==> src/rtl/slope_adc_pkg.sv <==
package slope_adc_pkg;

  typedef enum logic [1:0] {
    ST_IDLE  = 2'd0,
    ST_COUNT = 2'd1,
    ST_HOLD  = 2'd2
  } convState_e;

  // strobes from control to datapath, one cycle each
  typedef struct packed {
    logic clr;      // force count to zero
    logic inc;      // count one more clock
    logic backOff;  // stop and step back over the synchroniser delay
    logic load;     // capture corrected code into the shift register
    logic shift;    // advance serial output by one bit
    logic show;     // present corrected code on the parallel output
  } dpStrobe_t;

endpackage

==> src/rtl/slope_adc_ctrl.sv <==
module slope_adc_ctrl
  import slope_adc_pkg::*;
(
  input  logic      clk,
  input  logic      rstN,
  input  logic      measure,
  input  logic      cmpTrip,
  input  logic      sclk,
  input  logic      csN,
  input  logic      cntAtMax,
  output dpStrobe_t strb,
  output logic      ready,
  output logic      freezeOut,
  output logic      overRange,
  output logic      csActive
);

  localparam int SYNC_LEN = 2;

  convState_e state, stNext;
  logic [SYNC_LEN-1:0] tripSync, sclkSync, csSync;
  logic sclkPrev, csPrev;
  logic tripSeen, ovrSet, sclkFall, csFall;

  always_ff @(posedge clk) begin
    if (!rstN) begin
      tripSync <= '0;
      sclkSync <= '0;
      csSync   <= '1;
      sclkPrev <= 1'b0;
      csPrev   <= 1'b1;
    end else begin
      tripSync <= {tripSync[SYNC_LEN-2:0], cmpTrip};
      sclkSync <= {sclkSync[SYNC_LEN-2:0], sclk};
      csSync   <= {csSync[SYNC_LEN-2:0], csN};
      sclkPrev <= sclkSync[SYNC_LEN-1];
      csPrev   <= csSync[SYNC_LEN-1];
    end
  end

  assign tripSeen = tripSync[SYNC_LEN-1];
  assign csActive = !csSync[SYNC_LEN-1];
  assign csFall   = csPrev && !csSync[SYNC_LEN-1];
  assign sclkFall = sclkPrev && !sclkSync[SYNC_LEN-1];

  always_comb begin
    stNext = state;
    ovrSet = 1'b0;
    strb   = '0;
    unique case (state)
      ST_IDLE: begin
        strb.clr = 1'b1;
        if (measure) stNext = ST_COUNT;
      end
      ST_COUNT: begin
        if (!measure) begin
          stNext = ST_IDLE;
        end else if (tripSeen) begin
          strb.backOff = 1'b1;
          stNext = ST_HOLD;
        end else if (cntAtMax) begin
          ovrSet = 1'b1;
          stNext = ST_HOLD;
        end else begin
          strb.inc = 1'b1;
        end
      end
      ST_HOLD: begin
        if (!measure) stNext = ST_IDLE;
      end
      default: stNext = ST_IDLE;
    endcase
    strb.show  = (state == ST_HOLD);
    strb.load  = csFall;
    strb.shift = sclkFall && csActive;
  end

  always_ff @(posedge clk) begin
    if (!rstN) begin
      state     <= ST_IDLE;
      overRange <= 1'b0;
    end else begin
      state <= stNext;
      if (stNext == ST_IDLE) overRange <= 1'b0;
      else if (ovrSet)       overRange <= 1'b1;
    end
  end

  assign ready     = (state == ST_IDLE);
  assign freezeOut = (state == ST_HOLD);

  AST_REARM_FROM_HOLD: assert property (@(posedge clk) disable iff (!rstN)
    (freezeOut && !measure) |=> (ready && !overRange));

  AST_IDLE_TRIP_IGNORED: assert property (@(posedge clk) disable iff (!rstN)
    (ready && !measure) |=> (ready && !freezeOut));

  AST_ABORT_NO_FREEZE: assert property (@(posedge clk) disable iff (!rstN)
    (!ready && !freezeOut && !measure) |=> (ready && !freezeOut));

endmodule

==> src/rtl/slope_adc_dp.sv <==
module slope_adc_dp
  import slope_adc_pkg::*;
#(
  parameter int CNT_W = 14
) (
  input  logic             clk,
  input  logic             rstN,
  input  dpStrobe_t        strb,
  input  logic [CNT_W-1:0] offsetCode,
  output logic [CNT_W-1:0] cntQ,
  output logic             cntAtMax,
  output logic [CNT_W-1:0] corrCode,
  output logic             sdoBit
);

  localparam logic [CNT_W-1:0] CNT_MAX = '1;

  logic [CNT_W:0]   diffExt;
  logic [CNT_W-1:0] corrVal, shiftReg;

  always_ff @(posedge clk) begin
    if (!rstN) begin
      cntQ <= '0;
    end else if (strb.clr) begin
      cntQ <= '0;
    end else if (strb.inc) begin
      cntQ <= cntQ + 1'b1;
    end else if (strb.backOff) begin
      cntQ <= (cntQ == '0) ? '0 : cntQ - 1'b1;
    end
  end

  assign cntAtMax = (cntQ == CNT_MAX);

  assign diffExt  = {1'b0, cntQ} - {1'b0, offsetCode};
  assign corrVal  = diffExt[CNT_W] ? '0 : diffExt[CNT_W-1:0];
  assign corrCode = strb.show ? corrVal : '0;

  always_ff @(posedge clk) begin
    if (!rstN) begin
      shiftReg <= '0;
    end else if (strb.load) begin
      shiftReg <= corrCode;
    end else if (strb.shift) begin
      shiftReg <= {shiftReg[CNT_W-2:0], 1'b0};
    end
  end

  assign sdoBit = shiftReg[CNT_W-1];

  AST_CORR_NOT_ABOVE_COUNT: assert property (@(posedge clk) disable iff (!rstN)
    strb.show |-> (corrCode <= cntQ));

  AST_ZERO_OFFSET_PASSES: assert property (@(posedge clk) disable iff (!rstN)
    (strb.show && offsetCode == '0) |-> (corrCode == cntQ));

endmodule

==> src/rtl/slope_adc_backend.sv <==
module slope_adc_backend
  import slope_adc_pkg::*;
#(
  parameter int CNT_W = 14
) (
  input  logic             clk,
  input  logic             rstN,
  input  logic             measure,
  input  logic             cmpTrip,
  input  logic             sclk,
  input  logic             csN,
  input  logic [CNT_W-1:0] offsetCode,
  output logic             sdo,
  output logic             freezeOut,
  output logic             ready,
  output logic             overRange,
  output logic [CNT_W-1:0] corrCode
);

  dpStrobe_t        strb;
  logic             cntAtMax, csActive, sdoBit;
  logic [CNT_W-1:0] cntQ;

  slope_adc_ctrl u_ctrl (
    .clk       (clk),
    .rstN      (rstN),
    .measure   (measure),
    .cmpTrip   (cmpTrip),
    .sclk      (sclk),
    .csN       (csN),
    .cntAtMax  (cntAtMax),
    .strb      (strb),
    .ready     (ready),
    .freezeOut (freezeOut),
    .overRange (overRange),
    .csActive  (csActive)
  );

  slope_adc_dp #(.CNT_W(CNT_W)) u_dp (
    .clk        (clk),
    .rstN       (rstN),
    .strb       (strb),
    .offsetCode (offsetCode),
    .cntQ       (cntQ),
    .cntAtMax   (cntAtMax),
    .corrCode   (corrCode),
    .sdoBit     (sdoBit)
  );

  assign sdo = csActive & sdoBit;

  AST_START_FROM_ZERO: assert property (@(posedge clk) disable iff (!rstN)
    (ready && measure) |=> (!ready && cntQ == '0));

  AST_HOLD_STABLE: assert property (@(posedge clk) disable iff (!rstN)
    (freezeOut && $past(freezeOut)) |-> $stable(cntQ));

  AST_OVR_AT_FULL_SCALE: assert property (@(posedge clk) disable iff (!rstN)
    overRange |-> (freezeOut && cntQ == '1));

endmodule

==> config.mk <==
export PLATFORM = sky130hd
export DESIGN_NAME = slope_adc_backend
export DESIGN_NICKNAME = d
export VERILOG_FILES = /design/src/rtl/slope_adc_pkg.sv /design/src/rtl/slope_adc_ctrl.sv /design/src/rtl/slope_adc_dp.sv /design/src/rtl/slope_adc_backend.sv
export SDC_FILE = /design/constraint.sdc
export NUM_CORES = 1
export LEC_CHECK = 0
export CORE_MARGIN = 10
export CORE_UTILIZATION = 50
export CTS_CLUSTER_SIZE = 24
export DETAILED_ROUTE_END_ITERATION = 7
export PLACE_DENSITY_LB_ADDON = 0.08
export SYNTH_ARGS = -nofsm -noshare
export SYNTH_HDL_FRONTEND = slang
export SYNTH_SLANG_ARGS = --single-unit
==> constraint.sdc <==
create_clock -name clk -period 3.9 [get_ports clk]
set_clock_uncertainty 0.05 [all_clocks]
set_input_delay 0.78 -clock clk [delete_from_list [all_inputs] [get_ports clk]]
set_output_delay 0.78 -clock clk [all_outputs]
set_load 0.1 [all_outputs]
==> out/metrics.yaml <==
synth_ff_type: "dfxtp_1"
grt_remaining_overflow: 0
seqCellArea_sq_um: 781
fmax_mhz: 261
setup_viol: 0
cap_viol_max_count: 0
worst_slew_pin_slew_ns: 1.06
cts_tree: "done"
grt_usage_pct: 18.0
use_met2_pct: 30.1
drive_above_1_share_pct: 23.9
nFillCells: 470
cts.sinks: 39
post-route-period-util_pct: 98.2
grt_use_met3_pct: 3.13
die_w_microns: 97.3
antennaDiodeCount: 0
status: "finished, final reports clean"
antenna_left: 0
r2r_slack_ns: 1.22
power_density_nw_per_um2: 233
area_growth_pct: 40.5
fin_total_pwr_uw: 980
fin_util_pct: 71.8
slew_violations: 0
mostFrequentLayoutCell: "buf_4"
routedWlPerCell_microns: 17.0
syn_inst: 382
avgSynthCellArea_sq_um: 7.83
synth-seq-cells: 39
first_pass_iters: 4
numCtsBuffers: 5
dpl.hpwl_microns: 6810
rsz0062_at_grt: "false"
hold_violations: 0
synth_edf_count: 0
initial_core_util_pct: 51.1
final_cell_mix: "buf_4 (45), dfxtp_1 (39), a21oi_1 (30), inv_1 (24), nor2_1 (22)"
synth_top_area_share_pct: 26.1
synthArstFlopShare_pct: 0
multi_input_area_sq_um: 2230
final_net_count: 492
die_area_sq_um: 9470
rows: 28
p_leak_uw: 0.00178
synth_area_sq_um: 2990
cp_slowest_cell: "clkdlybuf4s50_1"
via_count: 3173
cp-end-kind: "output pin"
fin_crit_ns: 3.83
wl_microns: 9050
io_pins: 38
use_met1_pct: 22.3
worstPathRequired_ns: 3.07
hold_class: "reg2reg"
cp_cell_sequence: "clkdlybuf4s50_1, inv_1, ha_1, a21o_1, nand2b_4, o211a_1, buf_4, or3_1, and3b_2, buf_12"
slew-limit-headroom_pct: 29.1
port_buffers: 37
synth_cell_types: 63
slowest_delay_ns: 0.45
viasPerCell: 5.98
crit_type: "in2out"
antenna_found_initial: 0
yosysSeqAreaShare_pct: 26.1
htreeDepth: 2
synth_largest_area_cell: "dfxtp_1"
remaining_drc_errors: 0
arrival_ns: 3.00
worstSkewPairLatency_ns: 0.30
cts-root-buf: "clkbuf_8"
grt_pass1_wl_microns: 14500
vdd_drop_max_mv: 0.190
netlist_top_cells_area: "dfxtp_1 (26%), ha_1 (6.7%), a21oi_1 (5.5%)"
clk_pin_slew_ns: 0.07
die_height_microns: 97.3
clk_path_buf_depth: 2
core_sq_um: 5850
first_global_vias: 2950
start_kind: "primary input"
drt_iter0_drc: 217
grt.busiest_layer: "met2"
cp_max_fo: 2
routabilityCongestion: 0.883
yosysWarnings: 0
grt_max_degree: 18
synth_nets: 419
## synthesized netlist by cell type (6+ instances only)
master	count
or3_1	15
nor3_1	13
a211oi_1	9
nand3_1	9
nand2_1	16
inv_1	26
o21ai_0	19
and2_1	9
nand2b_1	13
o211ai_1	11
clkbuf_1	11
nor2b_1	11
nor2_1	28
dfxtp_1	39
ha_1	16
a21oi_1	33
and3_1	6
a22oi_1	12
## worst max-delay path, delay by kind of cell
family / cells / cell delay (ns)
AO/OA/AOI/OAI: 2 / 0.42
adder cells (fa/ha/maj): 1 / 0.28
buffers and inverters: 4 / 0.80
AND/OR/NAND/NOR: 3 / 0.71
## flip-flops by register name (all words and copies together), names as in the netlist
name,count
u_dp.cntQ,14
u_dp.shiftReg,14
u_ctrl.csSync,2
u_ctrl.sclkSync,2
u_ctrl.state,2
u_ctrl.tripSync,2
u_ctrl.csPrev,1
u_ctrl.overRange,1
u_ctrl.sclkPrev,1
## per-layer routing
| layer | share of wire [%] | wire, microns | vias to the layer above |
|---|---|---|---|
| met5 | 0 | 0 | - |
| met1 | 44 | 4020 | 1491 |
| met3 | 4.4 | 401 | 12 |
| met4 | 1.3 | 122 | 0 |
| met2 | 50 | 4510 | 96 |
| li1 | - | - | 1574 |
## power breakdown
group	leakage [uW]	switching, uW	internal [uW]
clock	0.0000654	148	256
sequential	0.000316	6.37	404
combinational	0.00140	86.2	79.9
total	0.00178	240	739
## worst paths after layout
| kind | from | end | cells after the start |
|---|---|---|---|
| worst min register to register | u_ctrl.csSync[0] | u_ctrl.csSync[1] | 1 |
| worst max-delay path | offsetCode[7] | corrCode[10] | 10 |
| worst min-delay path | u_ctrl.csSync[0] | u_ctrl.csSync[1] | 1 |
| worst max register to register | u_dp.cntQ[1] | u_dp.cntQ[7] | 6 |
## kinds of logic (layout without fill, tap and decap cells)
kind of cell | count (synthesis) | count (layout) | share of synthesized area (%)
buffers and inverters | 43 | 117 | 5.98
DFF | 39 | 39 | 26.1
adders and majority gates | 17 | 17 | 7.36
xor gates and xnor gates | 5 | 5 | 1.46
muxes | 5 | 5 | 1.67
and+or+nand+nor | 142 | 142 | 27.6
AOI/OAI and AO/OA | 131 | 131 | 29.8
## through the flow
step / setup TNS (ns) / hold WS (ns) / setup WS, ns / cells / cell area (sq um)
after floorplan: -2.31 / 0.336 / -0.253 / 382 / 3020
after global placement: -1.33 / 0.338 / -0.130 / 516 / 3830
after detailed placement: -1.25 / 0.342 / -0.149 / 516 / 3830
after CTS: -0.0352 / 0.361 / -0.0352 / 524 / 4060
after global routing: 0 / 0.381 / 0.00378 / 531 / 4200
final: 0 / 0.360 / 0.0702 / 531 / 4200
## area by class of cell
cell class                      instances  share of cell area [%]
Clock buffer                            6                    1.73
Clock inverter                          2                    1.43
Inverter                               27                    2.41
Multi-Input combinational cell        300                    53.2
Sequential cell                        39                    18.6
Tap cell                               75                    2.23
Timing Repair Buffer                   82                    20.5
## repair_timing
action,4_1_cts,5_1_grt
setup buffers,0,7
pin swaps,3,15
gates resized for setup,20,18
hold buffers,0,0
setup endpoints to repair,13,13
Power figures use the tool's default switching activity.
